==> config.mk <==
export PLATFORM = sky130hd
export DESIGN_NAME = pwr_state_ctrl
export DESIGN_NICKNAME = d
export VERILOG_FILES = /design/src/rtl/pwr_state_pkg.sv /design/src/rtl/pwr_mode_sel.sv /design/src/rtl/pwr_wake_timer.sv /design/src/rtl/pwr_state_ctrl.sv
export SDC_FILE = /design/constraint.sdc
export NUM_CORES = 1
export LEC_CHECK = 0
export BUFFER_PORTS_ARGS = -buffer_cell sky130_fd_sc_hd__buf_2
export CAP_MARGIN = 20
export CORE_MARGIN = 2
export CORE_UTILIZATION = 50
export CTS_BUF_LIST = sky130_fd_sc_hd__clkbuf_4
export CTS_CLUSTER_SIZE = 24
export DETAILED_ROUTE_END_ITERATION = 12
export PLACE_DENSITY = 0.74
export SYNTH_ARGS = -nofsm -noshare
export SYNTH_HDL_FRONTEND = slang
export SYNTH_HIERARCHICAL = 1
export SYNTH_SLANG_ARGS = --single-unit
==> constraint.sdc <==
create_clock -name clk -period 3.6 [get_ports clk]
set_input_delay 0.54 -clock clk [delete_from_list [all_inputs] [get_ports clk]]
set_output_delay 0.54 -clock clk [all_outputs]
set_load 0.01 [all_outputs]
==> src/rtl/pwr_state_pkg.sv <==
package pwr_state_pkg;

   typedef enum logic [1:0] {
      PM_RUN   = 2'b00,
      PM_DEEP  = 2'b01,
      PM_LIGHT = 2'b10
   } pm_mode_t;

   // Strap and override fields share one code space; 11 maps to run.
   function automatic pm_mode_t pm_decode(input logic [1:0] code);
      case (code)
         2'b01:   pm_decode = PM_DEEP;
         2'b10:   pm_decode = PM_LIGHT;
         default: pm_decode = PM_RUN;
      endcase
   endfunction

endpackage

==> src/rtl/pwr_mode_sel.sv <==
module pwr_mode_sel
   import pwr_state_pkg::*;
(
   input  logic       clk,
   input  logic       rst_n,
   input  logic [1:0] strap_code,
   input  logic       wr_stb,
   input  logic       wr_en,
   input  logic [1:0] wr_mode,
   output pm_mode_t   req_mode
);
   logic       ovr_on_q;
   logic [1:0] ovr_code_q;

   always_ff @(posedge clk or negedge rst_n) begin
      if (!rst_n) begin
         ovr_on_q   <= 1'b0;
         ovr_code_q <= 2'b00;
      end else if (wr_stb) begin
         ovr_on_q   <= wr_en;
         ovr_code_q <= wr_mode;
      end
   end

   always_comb begin
      req_mode = ovr_on_q ? pm_decode(ovr_code_q) : pm_decode(strap_code);
   end
endmodule

==> src/rtl/pwr_wake_timer.sv <==
module pwr_wake_timer #(
   parameter int WAKE_CYC   = 32,
   parameter int RELOCK_CYC = 1024,
   localparam int CNT_W     = $clog2(RELOCK_CYC + 1)
) (
   input  logic clk,
   input  logic rst_n,
   input  logic cur_lp,
   input  logic nxt_lp,
   input  logic clk_stopped,
   output logic settle_nxt
);
   localparam logic [CNT_W-1:0] WAKE_LD   = CNT_W'(WAKE_CYC);
   localparam logic [CNT_W-1:0] RELOCK_LD = CNT_W'(RELOCK_CYC);

   logic [CNT_W-1:0] cnt_q, cnt_d;
   logic             stop_q, stop_d;

   always_comb begin
      if (nxt_lp)
         cnt_d = '0;
      else if (cur_lp)
         cnt_d = stop_q ? RELOCK_LD : WAKE_LD;
      else if (cnt_q != '0)
         cnt_d = cnt_q - 1'b1;
      else
         cnt_d = '0;
      stop_d     = cur_lp ? (stop_q | clk_stopped) : 1'b0;
      settle_nxt = !nxt_lp && (cnt_d == '0);
   end

   always_ff @(posedge clk or negedge rst_n) begin
      if (!rst_n) begin
         cnt_q  <= WAKE_LD;
         stop_q <= 1'b0;
      end else begin
         cnt_q  <= cnt_d;
         stop_q <= stop_d;
      end
   end
endmodule

==> src/rtl/pwr_state_ctrl.sv <==
module pwr_state_ctrl
   import pwr_state_pkg::*;
#(
   parameter int               NUM_BLK    = 4,
   parameter int               OE_W       = 3,
   parameter int               WAKE_CYC   = 32,
   parameter int               RELOCK_CYC = 1024,
   parameter logic [NUM_BLK-1:0] NAP_MASK   = 4'b0011,
   parameter logic [NUM_BLK-1:0] SLEEP_MASK = 4'b1111
) (
   input  logic               clk,
   input  logic               rst_n,
   input  logic [1:0]         strap_code,
   input  logic               ovr_wr,
   input  logic               ovr_en,
   input  logic [1:0]         ovr_mode,
   input  logic               clk_stopped,
   output logic [1:0]         mode_o,
   output logic [NUM_BLK-1:0] pd_en,
   output logic [OE_W-1:0]    out_en,
   output logic               ready
);
   if (WAKE_CYC < 1) begin : g_bad_wake
      $error("WAKE_CYC must be at least 1");
   end
   if (RELOCK_CYC < WAKE_CYC) begin : g_bad_relock
      $error("RELOCK_CYC must not be below WAKE_CYC");
   end
   if ((NAP_MASK & ~SLEEP_MASK) != '0) begin : g_bad_mask
      $error("NAP_MASK must be a subset of SLEEP_MASK");
   end

   pm_mode_t mode_q, req_mode;
   logic     settle_nxt;
   logic     ready_q;
   logic [OE_W-1:0]    oe_q;
   logic [NUM_BLK-1:0] pd_q;

   pwr_mode_sel u_sel (
      .clk        (clk),
      .rst_n      (rst_n),
      .strap_code (strap_code),
      .wr_stb     (ovr_wr),
      .wr_en      (ovr_en),
      .wr_mode    (ovr_mode),
      .req_mode   (req_mode)
   );

   pwr_wake_timer #(
      .WAKE_CYC   (WAKE_CYC),
      .RELOCK_CYC (RELOCK_CYC)
   ) u_tmr (
      .clk         (clk),
      .rst_n       (rst_n),
      .cur_lp      (mode_q != PM_RUN),
      .nxt_lp      (req_mode != PM_RUN),
      .clk_stopped (clk_stopped),
      .settle_nxt  (settle_nxt)
   );

   always_ff @(posedge clk or negedge rst_n) begin
      if (!rst_n) begin
         mode_q  <= PM_RUN;
         ready_q <= 1'b0;
      end else begin
         mode_q  <= req_mode;
         ready_q <= settle_nxt;
      end
   end

   // One flop per pad group so each enable leaves a register directly.
   for (genvar g = 0; g < OE_W; g++) begin : g_oe
      always_ff @(posedge clk or negedge rst_n) begin
         if (!rst_n) oe_q[g] <= 1'b0;
         else        oe_q[g] <= settle_nxt;
      end
   end

   for (genvar b = 0; b < NUM_BLK; b++) begin : g_pd
      always_ff @(posedge clk or negedge rst_n) begin
         if (!rst_n)
            pd_q[b] <= 1'b0;
         else
            pd_q[b] <= (req_mode == PM_LIGHT) ? NAP_MASK[b] :
                       (req_mode == PM_DEEP)  ? SLEEP_MASK[b] : 1'b0;
      end
   end

   assign mode_o = mode_q;
   assign ready  = ready_q;
   assign out_en = oe_q;
   assign pd_en  = pd_q;
endmodule

==> results.toml, run 1 <==
[status]
run_status = "complete, no violations"

[synth]
synth_enable_flop_cells = 0
synth_area_um2 = 1090
synth_warnings = 6
ys.flop_type = "dfrtp_1"
syn_inst = 107
synth_seq_cells = 20
syn_area_per_cell_um2 = 10.2
syn-num-nets = 119
ys_seq_area_frac = 0.460
synthArstFlopShare = 1.00
ys_types = 40

[finish]
drive_gt1_frac = 0.252
syn_to_final_growth_pct = 7.57
nFillCells = 182
final_area_um2 = 1170
seq_area_um2 = 502
multi_input_area_um2 = 488
post-route-util = 0.586
insertedDiodeCount = 0
final_nets = 132

[cts]
ctsHtreeMaxLevel = 1
cts_sinks = 20
path_clk_slew_ps = 110
clock_path_buffers = 2
cts_buffers = 3
cts_hold_buffers = 0
clock_latency_ps = 280
ctsResizeCount = 0
cts_setup_buffers = 0
cts_tree = "yes"
clockRootBuffer = "clkbuf_4"

[sta]
slew_violations = 0
finalCritPeriodShare = 0.575
slew_headroom = 0.711
fin_ws_ps = 1530
rsz0062_at_grt = "no"
setup_tns_ps = 0
period_minus_slack_ps = 2070
fmax_mhz = 483
setup_viol_count_final = 0
final-hold-violation-count = 0
tightestPinTransition_ps = 430
clock_skew_ps = 3.05

[placement]
hpwl_um = 1420
placed_cell_area_um2 = 1150
pre_cts_slack_ps = 1340
gp_congestion = 0.837
port_buffers = 18

[run]
drv_cap = 0

[route]
drcViolationCount = 0
num_vias = 772
ant_nets = 0
post_drt_wl_per_cell_um = 12.5
dr.pass1.iters = 4
vias_per_cell = 5.29
routed_wl_um = 1820
first_iter_violations = 4

[critical_path]
slowest_stage = "or4b_1"
critical-path-max-stage-delay_ps = 490
rrSetupSlack_ps = 1530
cp-end-kind = "flip-flop"
worstReg2RegEnd = "out_en[2]$_DFF_PN0_"
crit_path_cell_trace = "inv_1 > ha_1 > or4b_1 > or4_4 > a41oi_2 > a211oi_1"
critPathKind = "reg2reg"
cp-start-kind = "flip-flop"
required_ps = 3770
arrival_ps = 2230
worstPathMaxFanout = 6
reg2regPathDepth = 6
timing.rr.start = "u_tmr/cnt_q[0]$_DFF_PN0_"

[floorplan]
die_w_um = 50.7
die_area_um2 = 2570
initial_core_util = 0.545
die_h_um = 50.7
core_area_um2 = 2000
rows = 16
ioPinCount = 19

[global_route]
grt_pass1_vias = 727
grt_antenna_before_repair = 0
grt_max_degree = 21
globalRouteTotalUtil = 0.158
grt-ovfl-total = 0
grt_pass1_wl_um = 3120

[power_and_ir_drop]
max-vdd-ir-drop_uv = 436
powerDensity_nw_per_um2 = 792
p_leak_nw = 0.560
finalPower_uw = 930

[worst_hold_path]
worstHoldPathType = "in2async"
## registers in the layout, indices dropped and copies added, names as in the netlist
signal	flops
out_en	1
pd_en	2
u_sel/ovr_on_q	1
u_sel/ovr_code_q	2
mode_o	2
u_tmr/stop_q	1
u_tmr/cnt_q	11
## cells in the mapped netlist (2+ instances only)
cell type  number  area share
nor3_1          4       0.018
nand2b_1        3       0.017
a211oi_1        2       0.014
dfrtp_1        19        0.44
or3_1           3       0.017
nand2_1         3       0.010
xnor2_1         5       0.040
o31ai_1         2       0.014
buf_4           5       0.034
mux2_2          3       0.031
nor4b_1         2       0.016
nor2_1         16       0.055
inv_1           9       0.031
ha_1            3       0.034
buf_2           3       0.014
## worst max path at each step
stage / start / slack [ps] / endpoint / cells past startpoint
final: u_tmr/cnt_q[0]$_DFF_PN0_ / 1530 / out_en[2]$_DFF_PN0_ / 6
after global routing: u_sel/ovr_on_q$_DFFE_PN0P_ / 1340 / out_en[2]$_DFF_PN0_ / 9
after CTS: u_tmr/cnt_q[0]$_DFF_PN0_ / 1520 / out_en[2]$_DFF_PN0_ / 6
after detailed placement: strap_code[1] / 1340 / out_en[2]$_DFF_PN0_ / 10
after global placement: strap_code[1] / 1370 / out_en[2]$_DFF_PN0_ / 10
after floorplan: u_tmr/cnt_q[0]$_DFF_PN0_ / 1700 / out_en[2]$_DFF_PN0_ / 6
## logic make-up after synthesis
family	Yosys count	synth area share
AO/OA/AOI/OAI	17	0.134
multiplexers	4	0.0401
AND/OR/NAND/NOR	39	0.198
flip-flops	20	0.460
adder cells (fa/ha/maj)	3	0.0344
buffers and inverters	19	0.0929
XOR/XNOR	5	0.0401
## critical path: cells and delay by family (launching register included)
family / cells / cell delay [ps]
compound gates: 2 / 270
buf+inv: 1 / 80
fa+ha+maj: 1 / 210
simple gates: 2 / 940
flops: 1 / 440
## per-layer routing
| metal | vias to the layer above | GRT usage | wire length [µm] |
|---|---|---|---|
| met5 | - | 0 | 0 |
| met4 | 0 | 0.0135 | 0 |
| met3 | 0 | 0.0357 | 75 |
| met2 | 17 | 0.270 | 892 |
| met1 | 366 | 0.213 | 855 |
| li1 | 389 | - | - |
## through the flow
stage / cells / hold slack, ps
floorplan: 107 / 244
global placement: 142 / 500
detailed placement: 142 / 508
CTS: 146 / 188
global route: 146 / 193
finish: 146 / 177
## area by class of cell
| type | count | share of cell area |
|---|---|---|
| tap | 27 | 0.0288 |
| inverter | 9 | 0.0288 |
| multi-input combinational | 68 | 0.416 |
| sequential | 20 | 0.428 |
| clock buffer | 3 | 0.0192 |
| clock inverter | 1 | 0.00320 |
| timing repair buffer | 18 | 0.0768 |
## cell usage in the layout (no fill, tap or decap), drive strengths merged
| cell type | n |
|---|---|
| o2111ai | 1 |
| a41oi | 1 |
| o21bai | 1 |
| a21o | 1 |
| nor3 | 4 |
| clkbuf | 3 |
| nand2 | 3 |
| or4 | 2 |
| nor4bb | 1 |
| a31oi | 1 |
| mux2i | 1 |
| mux2 | 3 |
| o21ba | 1 |
| ha | 3 |
| dfstp | 1 |
| nand2b | 3 |
| xnor2 | 5 |
| or4b | 1 |
| nand3b | 1 |
| or2 | 1 |
| o32ai | 1 |
| nand3 | 1 |
| or3 | 3 |
| dfrtp | 19 |
| inv | 9 |
| buf | 18 |
| nor4 | 1 |
| nor4b | 2 |
| clkinv | 1 |
| o31ai | 3 |
| o21ai | 2 |
| o21a | 1 |
| nor2 | 16 |
| a211o | 1 |
| a211oi | 3 |
## where the power goes
| group | leakage, nW | internal [mW] | switching, mW | total [mW] |
|---|---|---|---|---|
| Combinational | 0.287 | 0.207 | 0.254 | 0.461 |
| Clock | 0.0154 | 0.0402 | 0.0614 | 0.102 |
| Sequential | 0.258 | 0.290 | 0.0776 | 0.367 |
Power figures use the tool's default switching activity.
==> run 2: changes to the inputs <==
- PLACE_DENSITY: 0.74 -> 0.77
- clock period: 3.6 -> 1.85 ns (I/O delays scaled with it)
==> run 2 against run 1 <==
Final area grew 14%. The flow now finishes with violations (setup timing). Core utilization grew 8.2 points. Count of clock-buffer cells in the layout is the same. Sequential power grew 78%.
==> results.toml, run 2 (synthesis results as in run 1) <==
[placement]
gp_congestion = 0.950
port_buffers = 18
dp.cells = 155
hpwl_um = 1640

[cts]
clockRootBuffer = "clkbuf_4"
cts_tree = "yes"
path_clk_slew_ps = 120
clock_path_buffers = 2
ctsHtreeMaxLevel = 1
clock_latency_ps = 310
cts_sinks = 20
cts_buffers = 3

[critical_path]
rrSetupSlack_ps = -30
required_ps = 2040
worstPathMaxFanout = 2
worstReg2RegEnd = "out_en[2]$_DFF_PN0_"
critPathKind = "reg2reg"
reg2regPathDepth = 6
arrival_ps = 2070
cp-end-kind = "flip-flop"
critPathCapture = "out_en[2]$_DFF_PN0_"
cp-start-kind = "flip-flop"
timing.rr.start = "u_tmr/cnt_q[1]$_DFF_PN0_"
cp-startpoint = "u_tmr/cnt_q[1]$_DFF_PN0_"

[floorplan]
core_area_um2 = 2000
ioPinCount = 19
initial_core_util = 0.545
die_w_um = 50.7
die_area_um2 = 2570
rows = 16
die_h_um = 50.7

[route]
drcViolationCount = 0
vias_per_cell = 5.47
ant_nets = 0
post_drt_wl_per_cell_um = 14.1
routed_wl_um = 2270
first_iter_violations = 20
dr.pass1.iters = 4
num_vias = 881

[global_route]
met1_usage = 0.231
grt_antenna_before_repair = 0
grt_busiest_layer = "met2"
use_met3 = 0.0357
globalRouteTotalUtil = 0.194
grt_pass1_vias = 869
grt.met2_usage = 0.346
grt-ovfl-total = 0
grt_pass1_wl_um = 3680
grt_max_degree = 21

[sta]
rsz0062_at_grt = "yes"
slew_headroom = 0.648
clock_skew_ps = 6.91
slew_violations = 0
fin_ws_ps = -29.7
setup_viol_count_final = 1
fmax_mhz = 532
tightestPinTransition_ps = 524
setup_tns_ps = -29.7
period_minus_slack_ps = 1880
final-hold-violation-count = 0
finalCritPeriodShare = 1.02

[worst_hold_path]
worstHoldStart = "clk_stopped"
worstHoldPathType = "in2reg"
timing.hold.worst_path_depth = 3

[finish]
layout_commonest_cell = "dfrtp_1"
mostFrequentLayoutCells = "19 x dfrtp_1, 18 x buf_2, 16 x nor2_1, 14 x buf_4, 9 x inv_1"
nFillCells = 162
syn_to_final_growth_pct = 22.6
top_register = "u_tmr/cnt_q"
final_nets = 147
drive_gt1_frac = 0.373
largest_reg_flops = 11
post-route-util = 0.668
seq_area_um2 = 502
multi_input_area_um2 = 510
layoutNonFillerInstCount = 161
insertedDiodeCount = 0

[power_and_ir_drop]
powerDensity_nw_per_um2 = 1690
max-vdd-ir-drop_uv = 931
p_leak_nw = 0.651

[status]
run_status = "finished with violations"
violations = "setup timing"

[run]
drv_cap = 0
[run 2: area by class of cell]
| cell class | count | area share |
|---|---|---|
| clock inverter | 1 | 0.0225 |
| inverter | 9 | 0.0253 |
| clock buffer | 3 | 0.0168 |
| multi-input combinational | 68 | 0.382 |
| tap | 27 | 0.0253 |
| sequential | 20 | 0.375 |
| timing repair buffer | 33 | 0.153 |
[run 2: worst min-delay path by stage]
stage | to
final | u_tmr/stop_q$_DFF_PN0_
after global routing | u_sel/ovr_code_q[1]$_DFFE_PN0P_
after CTS | u_tmr/stop_q$_DFF_PN0_
after detailed placement | u_tmr/cnt_q[7]$_DFF_PN0_
after global placement | u_tmr/cnt_q[7]$_DFF_PN0_
after floorplan | mode_o[0]$_DFF_PN0_
[run 2: power by group]
part	total (mW)	switching (mW)	internal [mW]	leakage, nW
clock	0.364	0.145	0.219	0.0279
sequential	0.652	0.0878	0.564	0.258
combinational	1.25	0.657	0.594	0.365
total	2.27	0.890	1.38	0.651
[run 2: per-stage QoR]
step                setup slack (ps)  hold slack, ps  instance area (µm²)  power, mW
floorplan                      -1.25           -18.1                 1100       1.52
global placement                48.9             246                 1250       1.80
detailed placement             -8.78             251                 1250       1.85
CTS                            -28.6             181                 1310       2.21
global route                    -130             195                 1340       2.42
finish                         -29.7             181                 1340       2.27
[run 2: layer usage]
layer  vias up  share of wire
li1        421              -
met5         -              0
met1       429           0.43
met4         0          0.015
met3         4          0.050
met2        27           0.51
[run 2: worst max-delay path, cell delays in order, from the launching register on]
cell and delay (ps):
dfrtp_1 400, inv_1 70, ha_2 180, or4b_4 460, or4_4 440, a41oi_2 160
a211oi_2 70
[run 2: what timing repair did]
item | in CTS | in global routing
resized for setup | 0 | 4
setup buffers | 0 | 1
pin swaps | 0 | 1
endpoints found under the hold margin | 19 | 0
hold buffers | 1 | 0
setup endpoints to repair | 2 | 9
==> run 3: changes to the inputs <==
- CORE_UTILIZATION: 50 -> 42
- PLACE_DENSITY: 0.77 -> 0.67
==> run 3 against run 2 <==
The run still ends with setup timing left. Flip-flop and latch count unchanged. Global-route usage is 2.6 points lower. Register-to-register slack lost 30 ps. Final area increased by 1.0%. Largest cell class unchanged. Critical path type unchanged. Core utilization down 12 points. Hold slack better by 21 ps.
==> results.toml, run 3 (synthesis results as in run 1) <==
[placement]
hpwl_um = 1680
gp_congestion = 0.866
port_buffers = 18
placed_cell_area_um2 = 1250

[floorplan]
rows = 18
core_area_um2 = 2480
die_w_um = 55.0
die_h_um = 55.0
die_area_um2 = 3020
initial_core_util = 0.440
ioPinCount = 19

[finish]
syn_to_final_growth_pct = 23.9
final_area_um2 = 1350
insertedDiodeCount = 0
drive_gt1_frac = 0.391
mostFrequentLayoutCells = "19 x dfrtp_1, 18 x buf_2, 15 x nor2_1, 11 x buf_4, 8 x inv_1"
largest_reg_flops = 11
top_register = "u_tmr/cnt_q"
post-route-util = 0.545
final_nets = 146
layout_commonest_cell = "dfrtp_1"

[cts]
path_clk_slew_ps = 110
ctsHtreeMaxLevel = 1
cts_buffers = 3
clockRootBuffer = "clkbuf_4"
clock_path_buffers = 2
cts_sinks = 20
cts_tree = "yes"
clock_latency_ps = 300

[status]
violations = "setup timing"
run_status = "finished with violations"

[critical_path]
required_ps = 2030
cp-start-kind = "flip-flop"
critPathKind = "reg2reg"
cp-end-kind = "flip-flop"
worstPathMaxFanout = 2
arrival_ps = 2090

[sta]
rsz0062_at_grt = "yes"
slew_violations = 0
slew_headroom = 0.692
fmax_mhz = 522
fin_ws_ps = -64.1
period_minus_slack_ps = 1910
clock_skew_ps = 2.74
tightestPinTransition_ps = 461
finalCritPeriodShare = 1.03
final-hold-violation-count = 0
setup_viol_count_final = 1

[power_and_ir_drop]
p_sw_frac = 0.387
max-vdd-ir-drop_uv = 1210
internal_power_mw = 1.39
powerDensity_nw_per_um2 = 1680
combPwrFrac = 0.554
p_leak_nw = 0.650
p_switching_uw = 878
p_seq_frac = 0.291
power_frac_clock = 0.155

[global_route]
globalRouteTotalUtil = 0.168
grt_pass1_vias = 808
grt-ovfl-total = 0
grt_pass1_wl_um = 3550
grt_antenna_before_repair = 0
grt_max_degree = 21

[route]
drcViolationCount = 0
dr.pass1.iters = 4
post_drt_wl_per_cell_um = 13.8
num_vias = 877
ant_nets = 0
first_iter_violations = 10
vias_per_cell = 5.38
routed_wl_um = 2260

[worst_hold_path]
worstHoldPathType = "in2reg"

[run]
drv_cap = 0
[run 3: cell count changes in the layout (fill, tap and decap cells not counted), sizes merged]
cell | before | now
buf | 32 | 31
[run 3: area by class of cell]
cell class                      count  area (µm²)
Fill cell                         227        1130
Multi-Input combinational cell     68         520
Sequential cell                    20         502
Timing Repair Buffer               32         205
Tap cell                           30        37.5
Inverter                            9        33.8
Clock inverter                      1        30.0
Clock buffer                        3        22.5
[run 3: final timing paths]
| path | from | to | slack, ps | cells past startpoint |
|---|---|---|---|---|
| min in group asynchronous | rst_n | u_tmr/cnt_q[2]$_DFF_PN0_ | 450 | 2 |
| max in group asynchronous | rst_n | u_tmr/cnt_q[5]$_DFF_PN1_ | 1060 | 2 |
| hold reg to reg | u_sel/ovr_code_q[0]$_DFFE_PN0P_ | mode_o[1]$_DFF_PN0_ | 550 | 1 |
| hold / removal | ovr_mode[0] | u_sel/ovr_code_q[0]$_DFFE_PN0P_ | 200 | 2 |
| setup / recovery | u_tmr/cnt_q[1]$_DFF_PN0_ | out_en[2]$_DFF_PN0_ | -60 | 6 |
| setup reg to reg | u_tmr/cnt_q[1]$_DFF_PN0_ | out_en[2]$_DFF_PN0_ | -60 | 6 |
[run 3: what timing repair did]
item                       4_1_cts  5_1_grt
gates resized for setup          0        9
hold endpoints to repair        19        0
cloned                           0        0
setup buffers                    0        0
hold buffers                     1        0
pin swaps                        0        4
setup endpoints to repair        1        8
[run 3: routing by layer]
layer,GRT usage,vias to the layer above,share of wire
met3,0.0645,4,0.056
met5,0,-,0
met1,0.204,422,0.41
li1,-,422,-
met2,0.282,29,0.52
met4,0.0407,0,0.012
[run 3: critical path, stage by stage, from the launching register on]
cell      delay [ps]
dfrtp_1          400
inv_1             60
ha_2             170
or4b_4           460
or4_4            450
a41oi_2          190
a211oi_2          70
[run 3: stage by stage]
step	hold slack (ps)	power, mW	instances	worst slack (ps)	setup TNS (ps)
after floorplan	-18.1	1.52	107	-1.25	-1.25
after global routing	177	2.44	163	-139	-489
after global placement	246	1.81	158	47.8	0
after detailed placement	253	1.85	158	-4.30	-4.30
after CTS	191	2.22	163	-33.2	-33.2
final	202	2.27	163	-64.1	-64.1
[run 3: power groups by stage]
stage | clock network, mW | logic (mW) | registers, mW
floorplan | 0 | 0.860 | 0.661
global placement | 0 | 1.15 | 0.661
detailed placement | 0 | 1.19 | 0.667
CTS | 0.362 | 1.20 | 0.659
global route | 0.381 | 1.39 | 0.676
finish | 0.352 | 1.26 | 0.661
